File: src/rtl/burst_splitter_pkg.sv
package burst_splitter_pkg;

  localparam int PAGE_BITS  = 12;
  localparam int PAGE_BYTES = 1 << PAGE_BITS;
  localparam int ROOM_W     = PAGE_BITS + 1;
  localparam int MAX_BEATS  = 256;
  localparam int LEN_W      = 8;
  localparam logic [1:0] BURST_INCR = 2'b01;

  typedef enum logic [1:0] {
    ST_IDLE  = 2'd0,
    ST_ROOM  = 2'd1,
    ST_CLIP  = 2'd2,
    ST_ISSUE = 2'd3
  } split_state_t;

endpackage

File: src/rtl/page_room_stage.sv
module page_room_stage
  import burst_splitter_pkg::*;
(
  input  logic                  clk,
  input  logic                  rst,
  input  logic                  en,
  input  logic [PAGE_BITS-1:0]  addr_lo,
  input  logic [2:0]            size,
  output logic [ROOM_W-1:0]     room_beats
);

  logic [ROOM_W-1:0] room_bytes;

  always_comb begin
    room_bytes = ROOM_W'(PAGE_BYTES) - {1'b0, addr_lo};
  end

  always_ff @(posedge clk) begin
    if (rst) begin
      room_beats <= '0;
    end else if (en) begin
      room_beats <= room_bytes >> size;
    end
  end

endmodule

File: src/rtl/len_clip_stage.sv
module len_clip_stage
  import burst_splitter_pkg::*;
#(
  parameter int BEATS_W = 16
) (
  input  logic                 clk,
  input  logic                 rst,
  input  logic                 en,
  input  logic [ROOM_W-1:0]    room_beats,
  input  logic [BEATS_W-1:0]   owed_beats,
  output logic [LEN_W-1:0]     len_m1
);

  localparam int CMP_W = (BEATS_W > ROOM_W) ? BEATS_W + 1 : ROOM_W + 1;

  logic [CMP_W-1:0] room_w, owed_w, cap_w, pick_a, pick;

  always_comb begin
    room_w = CMP_W'(room_beats);
    owed_w = CMP_W'(owed_beats);
    cap_w  = CMP_W'(MAX_BEATS);
    pick_a = (room_w < owed_w) ? room_w : owed_w;
    pick   = (pick_a < cap_w) ? pick_a : cap_w;
  end

  always_ff @(posedge clk) begin
    if (rst) begin
      len_m1 <= '0;
    end else if (en) begin
      len_m1 <= LEN_W'(pick - CMP_W'(1));
    end
  end

  // a chosen burst never asks for more beats than are still owed
  p_len_within_owed_r4: assert property (@(posedge clk) disable iff (rst)
    en |=> (CMP_W'(len_m1) + CMP_W'(1)) <= CMP_W'($past(owed_beats)));

  // a chosen burst never exceeds the page room
  p_len_within_room_r4: assert property (@(posedge clk) disable iff (rst)
    en |=> (CMP_W'(len_m1) + CMP_W'(1)) <= CMP_W'($past(room_beats)));

endmodule

File: src/rtl/burst_splitter.sv
module burst_splitter
  import burst_splitter_pkg::*;
#(
  parameter int ADDR_W  = 32,
  parameter int BEATS_W = 16
) (
  input  logic               clk,
  input  logic               rst,
  input  logic               req_valid,
  output logic               req_ready,
  input  logic [ADDR_W-1:0]  req_addr,
  input  logic [BEATS_W-1:0] req_beats,
  input  logic [2:0]         req_size,
  output logic               cmd_valid,
  input  logic               cmd_ready,
  output logic [ADDR_W-1:0]  cmd_addr,
  output logic [7:0]         cmd_len,
  output logic [2:0]         cmd_size,
  output logic [1:0]         cmd_burst,
  output logic               done
);

  localparam int STEP_W = LEN_W + 1 + 7;

  split_state_t       st;
  logic [ADDR_W-1:0]  cur_addr;
  logic [BEATS_W-1:0] owed;
  logic [2:0]         size_q;
  logic [ROOM_W-1:0]  room_beats;
  logic [LEN_W-1:0]   len_m1;
  logic [LEN_W:0]     beats_now;
  logic [STEP_W-1:0]  step_bytes;
  logic               last_cmd;

  page_room_stage i_room (
    .clk        (clk),
    .rst        (rst),
    .en         (st == ST_ROOM),
    .addr_lo    (cur_addr[PAGE_BITS-1:0]),
    .size       (size_q),
    .room_beats (room_beats)
  );

  len_clip_stage #(.BEATS_W(BEATS_W)) i_clip (
    .clk        (clk),
    .rst        (rst),
    .en         (st == ST_CLIP),
    .room_beats (room_beats),
    .owed_beats (owed),
    .len_m1     (len_m1)
  );

  always_comb begin
    beats_now  = {1'b0, len_m1} + (LEN_W+1)'(1);
    step_bytes = STEP_W'(beats_now) << size_q;
    last_cmd   = (owed == BEATS_W'(beats_now));
  end

  always_ff @(posedge clk) begin
    if (rst) begin
      st        <= ST_IDLE;
      cur_addr  <= '0;
      owed      <= '0;
      size_q    <= '0;
      cmd_valid <= 1'b0;
      done      <= 1'b0;
    end else begin
      done <= 1'b0;
      case (st)
        ST_IDLE: begin
          if (req_valid && (req_beats != '0)) begin
            cur_addr <= req_addr;
            owed     <= req_beats;
            size_q   <= req_size;
            st       <= ST_ROOM;
          end
        end
        ST_ROOM: st <= ST_CLIP;
        ST_CLIP: begin
          st        <= ST_ISSUE;
          cmd_valid <= 1'b1;
        end
        ST_ISSUE: begin
          if (cmd_ready) begin
            cmd_valid <= 1'b0;
            cur_addr  <= cur_addr + ADDR_W'(step_bytes);
            owed      <= owed - BEATS_W'(beats_now);
            if (last_cmd) begin
              st   <= ST_IDLE;
              done <= 1'b1;
            end else begin
              st <= ST_ROOM;
            end
          end
        end
        default: st <= ST_IDLE;
      endcase
    end
  end

  assign req_ready = (st == ST_IDLE);
  assign cmd_addr  = cur_addr;
  assign cmd_len   = len_m1;
  assign cmd_size  = size_q;
  assign cmd_burst = BURST_INCR;

  // a stalled command keeps VALID and its fields
  p_stall_hold_r7: assert property (@(posedge clk) disable iff (rst)
    cmd_valid && !cmd_ready |=> cmd_valid && $stable(cmd_addr) &&
      $stable(cmd_len) && $stable(cmd_size) && $stable(cmd_burst));

  // a presented command stays inside its 4 KiB page
  p_page_safe_r2: assert property (@(posedge clk) disable iff (rst)
    cmd_valid |-> (32'(cmd_addr[PAGE_BITS-1:0]) +
      ((32'(cmd_len) + 32'd1) << cmd_size)) <= 32'(PAGE_BYTES));

  // completion is a single-cycle pulse
  p_done_pulse_r9: assert property (@(posedge clk) disable iff (rst)
    done |=> !done);

  // no new request is taken while a command is offered
  p_busy_r11: assert property (@(posedge clk) disable iff (rst)
    cmd_valid |-> !req_ready);

  // VALID appears two edges after the length preparation starts
  p_prep_latency_r12: assert property (@(posedge clk) disable iff (rst)
    $rose(cmd_valid) |-> $past(st == ST_CLIP));

endmodule

File: config.mk
export PLATFORM = sky130hd
export DESIGN_NAME = burst_splitter
export DESIGN_NICKNAME = d
export VERILOG_FILES = /design/src/rtl/burst_splitter_pkg.sv /design/src/rtl/page_room_stage.sv /design/src/rtl/len_clip_stage.sv /design/src/rtl/burst_splitter.sv
export SDC_FILE = /design/constraint.sdc
export NUM_CORES = 1
export LEC_CHECK = 0
export BUFFER_PORTS_ARGS = -buffer_cell sky130_fd_sc_hd__buf_2
export CORE_MARGIN = 2
export CORE_UTILIZATION = 63
export DETAILED_ROUTE_END_ITERATION = 6
export HOLD_SLACK_MARGIN = 0.06
export PLACE_DENSITY = 0.87
export SLEW_MARGIN = 20
export SYNTH_ARGS = -nofsm -noshare
export SYNTH_HDL_FRONTEND = slang
export SYNTH_SLANG_ARGS = --single-unit
export TNS_END_PERCENT = 10
File: constraint.sdc
create_clock -name clk -period 11 [get_ports clk]
set_clock_uncertainty 0.15 [all_clocks]
set_input_delay 1.1 -clock clk [delete_from_list [all_inputs] [get_ports clk]]
set_output_delay 1.1 -clock clk [all_outputs]
set_load 0.03 [all_outputs]
After elaboration in Yosys (flattened, before gate mapping). Cells that the tools add are included.

Output and inout port bits: 48. Input port bits: 55. Word-level logic and storage cells: 50. Register bits after elaboration: 76.

Add/sub/neg operators: 5. Reductions and logical operators: 10. Equality and inequality tests: 6. Magnitude comparators: 2. Shift-type cells: 2. Mux-type cells: 15. Bitwise logic cells: 2.

Operators by type and width (count): $mux 32 (2); $pmux 32 s2 (1); $mux 16 (3); $add 32x16->32 (1); $pmux 16 s2 (1); $eq 16x9->1 (1); $lt 13x16->1 (1); $lt 16x9->1 const B (1); $reduce_bool 16->1 (1); $shl 9x3->16 (1); $sub 16x9->16 (1); $shr 13x3->13 (1); $sub 13x12->13 const A (1); $add 8x1->9 const B (1); $mux 8 (1); $pmux 2 s4 (1); $sub 8x1->8 const B (1); $reduce_and 2->1 (3); $eq 2x2->1 const B (2); $mux 2 (2); $reduce_bool 2->1 (2); $mux 1 (3); $reduce_and 3->1 (1); $reduce_or 3->1 (1); 7 further kinds (8).

Depth between registers and ports, before layout. Gate-level depths: netlist of run 1.

Word-level depth: 5. Gate-level depth with buffers: 17. Depth with buffers taken out: 16.

By module. From an unflattened synthesis of run 1, not the netlist that was laid out.

Cell total of the unflattened synthesis: 950. Area, all modules: 7058.0 µm².

By module, submodules not included: burst_splitter (times used 1, area each 4659.5 µm², sequential area each 1101.1 µm², cells each 629); page_room_stage (times used 1, area each 1343.8 µm², sequential area each 260.2 µm², cells each 187); len_clip_stage (times used 1, area each 1054.8 µm², sequential area each 160.2 µm², cells each 134).

Worst setup path after synthesis of run 1. No wires, ideal clock.

Path kind: reg-to-reg. Start point: register size_q[0] (netlist: cmd_size[0]). End point: register cur_addr[27] (netlist: cmd_addr[27]). Arrival time: 3875 ps. Slack: 6900 ps. Cell stages (with the launch flop): 17. Data required time: 10776 ps. Cells stage by stage: dfxtp_1 buf_1 clkbuf_1 clkbuf_1 nand2_1 nand2_1 nor2_1 a21oi_1 mux2i_1 ha_1 a2111oi_0 o21ai_1 a41oi_1 o311ai_2 nand3_1 mux2_2 a31oi_1.

Longest elaborated chain between the ends: 4.

Ends and longest elaborated chain: start, declared (RTL line burst_splitter.sv:28) `logic [2:0] size_q;`; start signal, assigned (RTL line burst_splitter.sv:74) `size_q <= req_size;`; $shl 9x3->16 (RTL line burst_splitter.sv:55) `step_bytes = STEP_W'(beats_now) << size_q;`; $add 32x16->32 (RTL line burst_splitter.sv:86) `cur_addr <= cur_addr + ADDR_W'(step_bytes);`; $mux 32 (RTL line burst_splitter.sv:84) `if (cmd_ready) begin`; $pmux 32 s2 (RTL line burst_splitter.sv:69) `case (st)`; end signal, assigned (RTL line burst_splitter.sv:72) `cur_addr <= req_addr;`; end signal, assigned (RTL line burst_splitter.sv:86); end, declared (RTL line burst_splitter.sv:26) `logic [ADDR_W-1:0] cur_addr;`.

Every way passes these cells. The select of a mux whose other input is x is not followed. A chain may end at the register's enable or synchronous reset.

Worst setup path after layout of run 1.
Start point: register i_clip.len_m1[0]. End point: register cur_addr[24] (netlist: cmd_addr[24]).

Longest elaborated chain between the ends: 5.

Ends and longest elaborated chain: start, declared (RTL line len_clip_stage.sv:11) `output logic [LEN_W-1:0] len_m1`; start signal, assigned (RTL line len_clip_stage.sv:30) `len_m1 <= LEN_W'(pick - CMP_W'(1));`; $add 8x1->9 (RTL line burst_splitter.sv:54) `beats_now = {1'b0, len_m1} + (LEN_W+1)'(1);`; $shl 9x3->16 (RTL line burst_splitter.sv:55); $add 32x16->32 (RTL line burst_splitter.sv:86); $mux 32 (RTL line burst_splitter.sv:84); $pmux 32 s2 (RTL line burst_splitter.sv:69).

Every way passes these cells. The select of a mux whose other input is x is not followed.

==> qor.txt, run 1 <==
WP data arrival - 4.58 ns
Via count - 7245
Max cap viols - 0
Post-Synthesis Cells - 890
CTS tree - yes
Critical path required time - 11.11 ns
Most common cell after layout, fill and taps aside - buf_2
Setup CP Type - flip-flop to flip-flop
Post-synthesis net count - 991
Final setup vio count - 0
Netlist cell types - 75
Worst path slowest cell - dfxtp_1
Finished Layout Cells - 1090
Max Clk Rate - 0.223 GHz
Final wirelength - 19.8 mm
Async SR Flop Fraction - 0%
Starting Density - 64.9%
Slew headroom - 37.3%
Clock share of power - 8.9%
Final TNS setup - 0 ns
CP max stage delay - 0.50 ns
Root buffer cell - clkbuf_8
Seq pwr share - 24.3%
R2R cell count - 16
Placed inst area - 7200 µm²
Pre-CTS WS - 6.66 ns
Final Cycle Share - 40.7%
CTS Buffer Depth - 2
Post-route cell area - 7360 µm²
Leak pwr - 0.00310 µW
Worst setup margin - 6.52 ns
Detail Route Antenna Nets - 0
DRC - 0
Post-placement cell count - 1076
Worst-path maximum fanout - 11
Total gr overflow - 0
Slew @ Worst Pin - 0.940 ns
Num CTS Buffers - 9
Die span in y - 107 µm
Max-slew violation count - 0
First-pass iteration count of the detailed router - 6
Hold_ws - 0.332 ns
Net count, final - 1052
Initial antenna violation count - 0
Buf/Inv on CP - 0
Fill count - 859
Sink Count - 76
Combinational share of power - 66.8%
CP cell instances - ha_1 -> nand3_1 -> nor2_1 -> nand3_1 -> mux2_2 -> nand2_1 -> o21ai_0 -> mux2i_1 -> ha_1 -> a21o_1 -> o21ai_0 -> nand2_1 -> a31oi_1 -> o21bai_1 -> a311o_1 -> o311a_1
Ant diodes - 0
Layout cells sized above 1 - 15.9%
Wire length of the first global-routing pass - 32.6 mm
DIE AREA - 11500 µm²
Largest net degree at the start of global routing - 76
Worst-path clk slew - 0.08 ns
Outcome - completed
Core ar. - 10300 µm²
#FFs+latches synth - 76
Final HPWL DP - 14.3 mm
Path category of the worst min-delay check - flip-flop to flip-flop
Number of port buffers - 100
Die Wd - 107 µm
Synth-to-Final Area Change - 9.86%
DR WL/cell - 18.2 µm
Iteration-0 DRC Markers - 562
Hold Path Cell Cnt - 2
CP Launch Type - flip-flop
Vias in the first global route - 6695
Sw Ratio - 52.9%
Gp weighted congestion - 0.983
H-tree levels - 3
Via/cell ratio - 6.65
Net Switching - 1140 µW
Postcts setup bufs - 0
Number of synthesized flops with an enable pin - 0
Synth Area per Inst - 7.53 µm²
Delay-heaviest family, CP - compound AO/OA/AOI/OAI gates
Hold Vio Cnt, Final - 0
Yosys warnings - 0
Post-synth top flop - dfxtp_1
PD cells - 293 nW/µm²
RSZ-0062 raised after global routing - false
Mapped Area - 6700 µm²
Hold-fix buffers, CTS - 0
Cell Int Power - 1020 µW
Most frequent cells in the layout - buf_2 (100), nor2_1 (94), nand2_1 (82), dfxtp_1 (76), a21oi_1 (55)
Latest clock arrival within the worst-skew pair - 0.36 ns
Critical path capture point type - flip-flop
Post-route minimum period - 4.48 ns
PostCTS Resize Cnt - 0
Critical Path Stages - 16
Sequential element share of the synthesized area - 22.7%
# IOs - 103
Peak supply drop - 0.146 mV
Total GRT Usage - 35.2%
Site row count - 37
[cells by family (layout without fill, tap and decap cells)]
kind of cell,count (synthesis),in the layout,share of synthesized area [%]
mux,48,48,7.73
other cells,2,2,0.112
flops,76,76,22.7
xor+xnor,33,33,4.31
buf+inv,89,153,5.27
fa+ha+maj,46,46,8.81
compound gates,255,255,26.1
simple gates,341,341,25.0
[per-layer routing]
layer | global-route usage, % | routed length (µm) | share of wire [%]
met5 | 0 | 0 | 0
met1 | 45.4 | 7990 | 40
met2 | 57.4 | 9180 | 46
met3 | 5.17 | 1810 | 9.2
met4 | 17.0 | 828 | 4.2
[cell usage after synthesis, types with 9 or more instances]
master / number / area [µm²]
nor2_1: 94 / 353
nand2_1: 82 / 308
dfxtp_1: 76 / 1520
a21oi_1: 55 / 275
ha_1: 44 / 551
o21ai_0: 40 / 200
clkbuf_1: 38 / 143
a211oi_1: 36 / 270
nor3_1: 33 / 165
inv_1: 31 / 116
mux2i_1: 30 / 300
nand3_1: 25 / 125
xnor2_1: 21 / 184
a31oi_1: 19 / 119
mux2_2: 17 / 191
nor2b_1: 14 / 87.6
nor4_1: 14 / 87.6
and3_1: 13 / 81.3
nand4_1: 12 / 75.1
xor2_1: 12 / 105
nand2b_1: 11 / 68.8
a21o_1: 10 / 75.1
buf_2: 9 / 45.0
or3_1: 9 / 56.3
[per-stage QoR]
stage | total power, µW | utilization [%]
floorplan | 1590 | -
global placement | 1900 | 69.8
detailed placement | 1930 | 69.8
CTS | 2130 | 71.3
global route | 2330 | 71.3
finish | 2160 | 71.3
[path summary, 6_finish.rpt]
kind	startpoint	endpoint	slack, ns
worst min register to register	cmd_addr[15]	cmd_addr[15]	0.33
worst min-delay path	cmd_addr[15]	cmd_addr[15]	0.33
worst max register to register	i_clip.len_m1[0]	cmd_addr[24]	6.52
worst max-delay path	i_clip.len_m1[0]	cmd_addr[24]	6.52
[flip-flops by register name, indices dropped and copies added (netlist names)]
signal             cells
cmd_valid              1
cmd_addr              32
owed                  16
cmd_size               3
done                   1
st                     2
i_room.room_beats     13
i_clip.len_m1          8
[power groups by stage]
stage	registers [µW]	clock network, µW	logic (µW)
2_1_floorplan	554	0	1040
6_report	524	192	1440
3_3_place_gp	518	0	1380
3_5_place_dp	521	0	1410
4_1_cts	515	191	1420
5_1_grt	534	202	1600
[area by class of cell]
cell class	instances	area, µm²	share of cell area [%]
timing repair buffer	107	553	7.51
multi-input combinational	725	4840	65.7
clock inverter	3	15.0	0.204
sequential	76	1520	20.7
inverter	32	120	1.63
clock buffer	11	141	1.92
tap	136	170	2.31
[worst reg2reg max path, cell delays in order (launching register included)]
cell and delay [ns]:
dfxtp_1 0.50, ha_1 0.25, nand3_1 0.12, nor2_1 0.25, nand3_1 0.16, mux2_2 0.33
nand2_1 0.06, o21ai_0 0.11, mux2i_1 0.18, ha_1 0.31, a21o_1 0.24, o21ai_0 0.18
nand2_1 0.07, a31oi_1 0.44, o21bai_1 0.45, a311o_1 0.46, o311a_1 0.12
No activity file was read; power rests on OpenSTA's default activity.
==> run 2: changes to the inputs <==
--- a/config.mk
+++ b/config.mk
@@ -5,12 +5,13 @@
 export SDC_FILE = /design/constraint.sdc
 export NUM_CORES = 1
 export LEC_CHECK = 0
+export ABC_AREA = 1
 export BUFFER_PORTS_ARGS = -buffer_cell sky130_fd_sc_hd__buf_2
 export CORE_MARGIN = 2
-export CORE_UTILIZATION = 63
+export CORE_UTILIZATION = 59
 export DETAILED_ROUTE_END_ITERATION = 6
 export HOLD_SLACK_MARGIN = 0.06
-export PLACE_DENSITY = 0.87
+export PLACE_DENSITY = 0.82
 export SLEW_MARGIN = 20
 export SYNTH_ARGS = -nofsm -noshare
 export SYNTH_HDL_FRONTEND = slang
==> constraint.sdc (replaced) <==
create_clock -name clk -period 4.3 [get_ports clk]
set_clock_uncertainty 0.15 [all_clocks]
set_input_delay 0.43 -clock clk [delete_from_list [all_inputs] [get_ports clk]]
set_output_delay 0.43 -clock clk [all_outputs]
set_load 0.03 [all_outputs]
==> run 2 against run 1 <==
Against the previous run: cell count grew 19%; clock power grew to 4.2 times the previous value; combinational power grew to 3.2 times the previous value; synthesized area shrank 0.73%; global-route usage shrank 2.0 points; critical path depth grew 6; die area grew 5.8%; first-iteration DRC count shrank 12%; critical endpoint is now cmd_addr[21].
==> qor.txt, run 2 <==
Final wirelength - 19.3 mm
DR WL/cell - 14.9 µm
Total gr overflow - 0
Post-Synthesis Cells - 1071
Total GRT Usage - 33.2%
Placed inst area - 7230 µm²
Sequential element share of the synthesized area - 22.9%
Fill count - 1029
Post-synthesis net count - 1172
Num CTS Buffers - 9
Largest net degree at the start of global routing - 63
Outcome - completed
Net count, final - 1248
Top post-synthesis cells by count - nand2_1 (254), inv_1 (109), a21oi_1 (108)
CP Launch Type - flip-flop
Hold_ws - 0.198 ns
DIE AREA - 12100 µm²
Core ar. - 10900 µm²
Layer with the highest usage - met2
Number of port buffers - 100
Post-synth top flop - dfxtp_1
Die Wd - 110 µm
Max Clk Rate - 0.265 GHz
Die span in y - 110 µm
Worst-path clk slew - 0.06 ns
Slew @ Worst Pin - 0.972 ns
Peak supply drop - 0.552 mV
Layout cells sized above 1 - 14.5%
Ant diodes - 0
Slew headroom - 34.8%
Max cap viols - 0
Final Cycle Share - 87.7%
Via/cell ratio - 5.72
CTS Buffer Depth - 2
Synth Area per Inst - 6.21 µm²
Detail Route Antenna Nets - 0
Layout Utilization - 69.1%
# IOs - 103
Max reg flops - 32
Initial antenna violation count - 0
Critical path required time - 4.36 ns
Worst-path maximum fanout - 6
Leak pwr - 0.00348 µW
Most frequent cells in the layout - nand2_1 (254), inv_1 (109), a21oi_1 (106), nor2_1 (105), buf_2 (100)
Most common cell after layout, fill and taps aside - nand2_1
GRT met3 Usage - 4.41%
Gp weighted congestion - 0.942
Final TNS setup - 0 ns
Top-count cell post-synth - nand2_1
Post-route cell area - 7550 µm²
Synth-to-Final Area Change - 13.5%
Final setup vio count - 0
Postcts setup bufs - 0
Post-route minimum period - 3.77 ns
First-pass iteration count of the detailed router - 5
Root buffer cell - clkbuf_16
Yosys warnings - 0
Starting Density - 60.8%
PD cells - 889 nW/µm²
Iteration-0 DRC Markers - 495
Met1 usage - 42.9%
GRT met2 Usage - 54.1%
DRC - 0
Hold Vio Cnt, Final - 0
Post-placement cell count - 1276
Max-slew violation count - 0
Setup CP Type - flip-flop to flip-flop
Critical path capture point type - flip-flop
Finished Layout Cells - 1292
Vias in the first global route - 6722
Site row count - 38
Mapped Area - 6650 µm²
Synth top area cells - dfxtp_1 (23%), nand2_1 (14%), ha_1 (8.3%), a21oi_1 (8.1%), o21ai_0 (6.8%)
CTS tree - yes
#FFs+latches synth - 76
Netlist cell types - 48
Latest clock arrival within the worst-skew pair - 0.35 ns
Path category of the worst min-delay check - primary input to flip-flop
Yosys top cell area share - 22.9%
Final HPWL DP - 14.4 mm
Via count - 7391
Async SR Flop Fraction - 0%
Yosys top cell by area - dfxtp_1
H-tree levels - 3
Wire length of the first global-routing pass - 31.7 mm
RSZ-0062 raised after global routing - false
Sink Count - 76
Number of synthesized flops with an enable pin - 0
WP data arrival - 3.83 ns
==> run 2: changes by cell type after synthesis, moves of 17 or more <==
cell,previous run,this run
a211oi_1,36,3
a21oi_1,55,108
inv_1,31,109
mux2_2,17,0
mux2i_1,30,8
nand2_1,82,254
nand3_1,25,70
o21ai_0,40,90
==> run 2: what timing repair did <==
item                                    CTS  global route
endpoints found under the setup margin    0             8
hold buffers                              0             0
gates resized for setup                   0             5
==> run 2: final timing paths <==
path	startpoint	endpoint	slack [ns]	cells past startpoint
setup / recovery	i_clip.len_m1[0]	cmd_addr[21]	0.53	22
hold / removal	req_addr[0]	cmd_addr[0]	0.20	3
setup reg to reg	i_clip.len_m1[0]	cmd_addr[21]	0.53	22
hold reg to reg	cmd_addr[29]	cmd_addr[29]	0.34	2
==> run 2: stage by stage <==
step	total power (µW)	setup slack, ns
2_1_floorplan	4810	0.701
3_3_place_gp	5750	0.555
3_5_place_dp	5820	0.377
4_1_cts	6650	0.357
5_1_grt	7360	0.00561
6_report	6710	0.529
==> run 2: layer usage <==
| metal | part of all wire, % | wire [µm] | vias to the layer above |
|---|---|---|---|
| li1 | - | - | 3707 |
| met5 | 0 | 0 | - |
| met1 | 43 | 8340 | 3356 |
| met4 | 4.0 | 768 | 0 |
| met3 | 6.8 | 1310 | 51 |
| met2 | 46 | 8840 | 277 |
==> run 2: worst max-delay path, cell delays in order, from the launching register on <==
cell and delay, ns:
dfxtp_1 0.41, ha_1 0.24, nand4_1 0.16, nor3_1 0.17, inv_1 0.07, nand2_1 0.08, inv_1 0.05, nand2_1 0.05
o21ai_0 0.13, o21ai_0 0.29, mux2i_1 0.13, ha_1 0.38, nand2_1 0.12, nor2_1 0.15, nand4_1 0.10, o21ai_1 0.27
a21oi_2 0.12, nor2_2 0.22, nand2_1 0.08, inv_1 0.06, o21ai_1 0.05, nand2_1 0.09, a21oi_1 0.06
==> run 2: layout make-up <==
type	instances	area, µm²	area share, %
timing repair buffer	109	581	7.69
sequential	76	1520	20.1
clock inverter	5	60.1	0.795
clock buffer	11	253	3.35
inverter	113	424	5.62
tap	140	175	2.32
multi-input combinational	838	4540	60.1
==> run 2: logic make-up (layout without fill, tap and decap cells) <==
family / after synthesis / after routing / synth area share [%]
AO/OA/AOI/OAI: 241 / 241 / 19.8
XOR/XNOR: 34 / 34 / 4.48
adder cells (fa/ha/maj): 46 / 46 / 8.88
buffers and inverters: 157 / 238 / 9.12
flip-flops: 76 / 76 / 22.9
multiplexers: 8 / 8 / 1.20
other: 2 / 2 / 0.113
AND/OR/NAND/NOR: 507 / 507 / 33.6
==> run 2: where the power goes <==
part / total [µW] / switching (µW) / internal [µW]
Combinational: 4560 / 3010 / 1540
Clock: 806 / 323 / 482
Sequential: 1350 / 363 / 991
==> run 3: changes to the inputs <==
--- a/config.mk
+++ b/config.mk
@@ -6,12 +6,13 @@
 export NUM_CORES = 1
 export LEC_CHECK = 0
 export ABC_AREA = 1
-export BUFFER_PORTS_ARGS = -buffer_cell sky130_fd_sc_hd__buf_2
+export ABC_CLOCK_PERIOD_IN_PS = 4300
 export CORE_MARGIN = 2
-export CORE_UTILIZATION = 59
+export CORE_UTILIZATION = 65
 export DETAILED_ROUTE_END_ITERATION = 6
+export DONT_BUFFER_PORTS = 1
 export HOLD_SLACK_MARGIN = 0.06
-export PLACE_DENSITY = 0.82
+export PLACE_DENSITY = 0.81
 export SLEW_MARGIN = 20
 export SYNTH_ARGS = -nofsm -noshare
 export SYNTH_HDL_FRONTEND = slang
==> run 3 against run 2 <==
Against the previous run: utilization up 1.8 points; sequential share of layout area up 1.6 points; maximum frequency down 1.5%; clock power down 36%; highest routed layer unchanged; cell area down 7.5%; clock-buffer cell count unchanged; critical path depth unchanged; first-iteration DRC count up 7.3%; via count down 6.1%; cell count down 7.6%; worst setup slack worse by 0.059 ns; die area down 8.9%.
==> qor.txt, run 3 (synthesized netlist as in run 2, its figures left out) <==
Outcome - completed
DIE AREA - 11100 µm²
Final wirelength - 18.6 mm
Via/cell ratio - 5.81
Net count, final - 1158
Iteration-0 DRC Markers - 531
Total GRT Usage - 34.4%
# IOs - 103
Detail Route Antenna Nets - 0
Max Used Layer - met4
Ant diodes - 0
Die span in y - 105 µm
Leak pwr - 0.00301 µW
Layout cells sized above 1 - 6.50%
Layout Utilization - 70.8%
Sink Count - 76
Fill count - 927
CTS tree - yes
Most frequent cells in the layout - nand2_1 (254), inv_1 (109), a21oi_1 (106), nor2_1 (105), o21ai_0 (90)
Latest clock arrival within the worst-skew pair - 0.39 ns
Hold Vio Cnt, Final - 0
Worst-path clk slew - 0.09 ns
Number of port buffers - 0
Peak supply drop - 0.568 mV
WP data arrival - 3.95 ns
DRC - 0
Max reg flops - 32
Path category of the worst min-delay check - primary input to flip-flop
Slew headroom - 36.0%
Post-route minimum period - 3.83 ns
CTS Buffer Depth - 2
Final Cycle Share - 89.1%
Wire length of the first global-routing pass - 30.7 mm
Final HPWL DP - 13.6 mm
Max cap viols - 0
Min-delay src - req_addr[16]
Die Wd - 105 µm
Multi-input gate area - 4540 µm²
Vias in the first global route - 6215
Wl on met1 - 8.28 mm
Core ar. - 9860 µm²
Site row count - 36
WHS Endpoint - cmd_addr[16]
Gp weighted congestion - 0.949
H-tree levels - 3
Critical path capture point type - flip-flop
RSZ-0062 raised after global routing - false
DR WL/cell - 15.6 µm
Met2 routed WL - 8.41 mm
Most common cell after layout, fill and taps aside - nand2_1
Max Clk Rate - 0.261 GHz
CP Launch Type - flip-flop
WL met3 - 1.58 mm
R2R Setup Slk - 0.47 ns
Final setup vio count - 0
Slew @ Worst Pin - 0.954 ns
Total gr overflow - 0
First-pass iteration count of the detailed router - 5
PD cells - 900 nW/µm²
Synth-to-Final Area Change - 5.02%
Largest net degree at the start of global routing - 63
R2R cell count - 22
Max-slew violation count - 0
Critical path required time - 4.42 ns
Worst-path maximum fanout - 6
Initial antenna violation count - 0
Seq. cell area - 1520 µm²
Root buffer cell - clkbuf_8
Worst r2r src - i_clip.len_m1[1]
FF-to-FF End - cmd_addr[29]
Hold Path Cell Cnt - 2
Setup CP Type - flip-flop to flip-flop
Num CTS Buffers - 9
Via count - 6938
Final TNS setup - 0 ns
Power Total - 6290 µW
Starting Density - 67.4%
Postcts setup bufs - 0
## run 3: cell types whose count changed in the layout (fill, tap and decap cells not counted), sizes merged
cell / change
buf: -95
dlygate4sd3: +5
bufinv: -1
## run 3: critical path, stage by stage (launching register included)
cell,delay [ns]
dfxtp_1,0.37
nand3_1,0.14
nor2_1,0.18
nand3_1,0.14
nor2_1,0.14
xor2_1,0.11
or2_2,0.28
o21ai_0,0.14
inv_1,0.11
nand2_1,0.07
o21ai_0,0.10
nor2_1,0.16
ha_1,0.30
a21oi_1,0.22
o21ai_0,0.13
a21oi_1,0.13
o21ai_1,0.13
a21oi_2,0.29
nor2_4,0.08
nand3_1,0.08
nand2_1,0.05
o21ai_0,0.16
a21oi_1,0.08
## run 3: area by class of cell
| class | count | area share (%) |
|---|---|---|
| Clock buffer | 11 | 2.02 |
| Clock inverter | 4 | 0.376 |
| Timing Repair Buffer | 19 | 2.40 |
| Tap cell | 133 | 2.38 |
| Multi-Input combinational cell | 838 | 65.0 |
| Sequential cell | 76 | 21.8 |
| Inverter | 113 | 6.07 |
## run 3: how the worst max path moves through the flow
| stage | startpoint | end | slack (ns) | depth (start not counted) |
|---|---|---|---|---|
| after floorplan | i_clip.len_m1[2] | cmd_addr[25] | 0.70 | 22 |
| final | i_clip.len_m1[1] | cmd_addr[29] | 0.47 | 22 |
| after CTS | i_clip.len_m1[1] | cmd_addr[29] | 0.38 | 22 |
| after detailed placement | i_clip.len_m1[1] | cmd_addr[29] | 0.47 | 22 |
| after global routing | i_clip.len_m1[1] | cmd_addr[25] | 0.001 | 22 |
| after global placement | i_clip.len_m1[1] | cmd_addr[25] | 0.59 | 22 |
## run 3: metrics by stage
step	cells	cell area (µm²)	setup slack (ns)	hold slack, ns
floorplan	1071	6650	0.701	0.309
global placement	1173	6740	0.592	0.314
detailed placement	1173	6740	0.474	0.323
CTS	1194	6970	0.383	0.0887
global route	1194	6990	0.00134	0.0953
finish	1194	6990	0.470	0.0906
## run 3: timing repair
item                                    in CTS  in global routing
resized for setup                            0                  3
hold buffers                                 6                  0
endpoints found under the setup margin       0                  3
hold endpoints to repair                    51                  0
## run 3: routing by layer
metal	vias up	GRT usage [%]
li1	3530	-
met1	3107	45.7
met2	277	54.8
met3	24	8.42
met4	0	11.2
met5	-	0
## run 3: report_power, final
part | total (µW) | switching [µW] | internal [µW]
registers | 1610 | 627 | 988
logic | 4160 | 2710 | 1440
clock network | 515 | 294 | 221
total | 6290 | 3640 | 2650
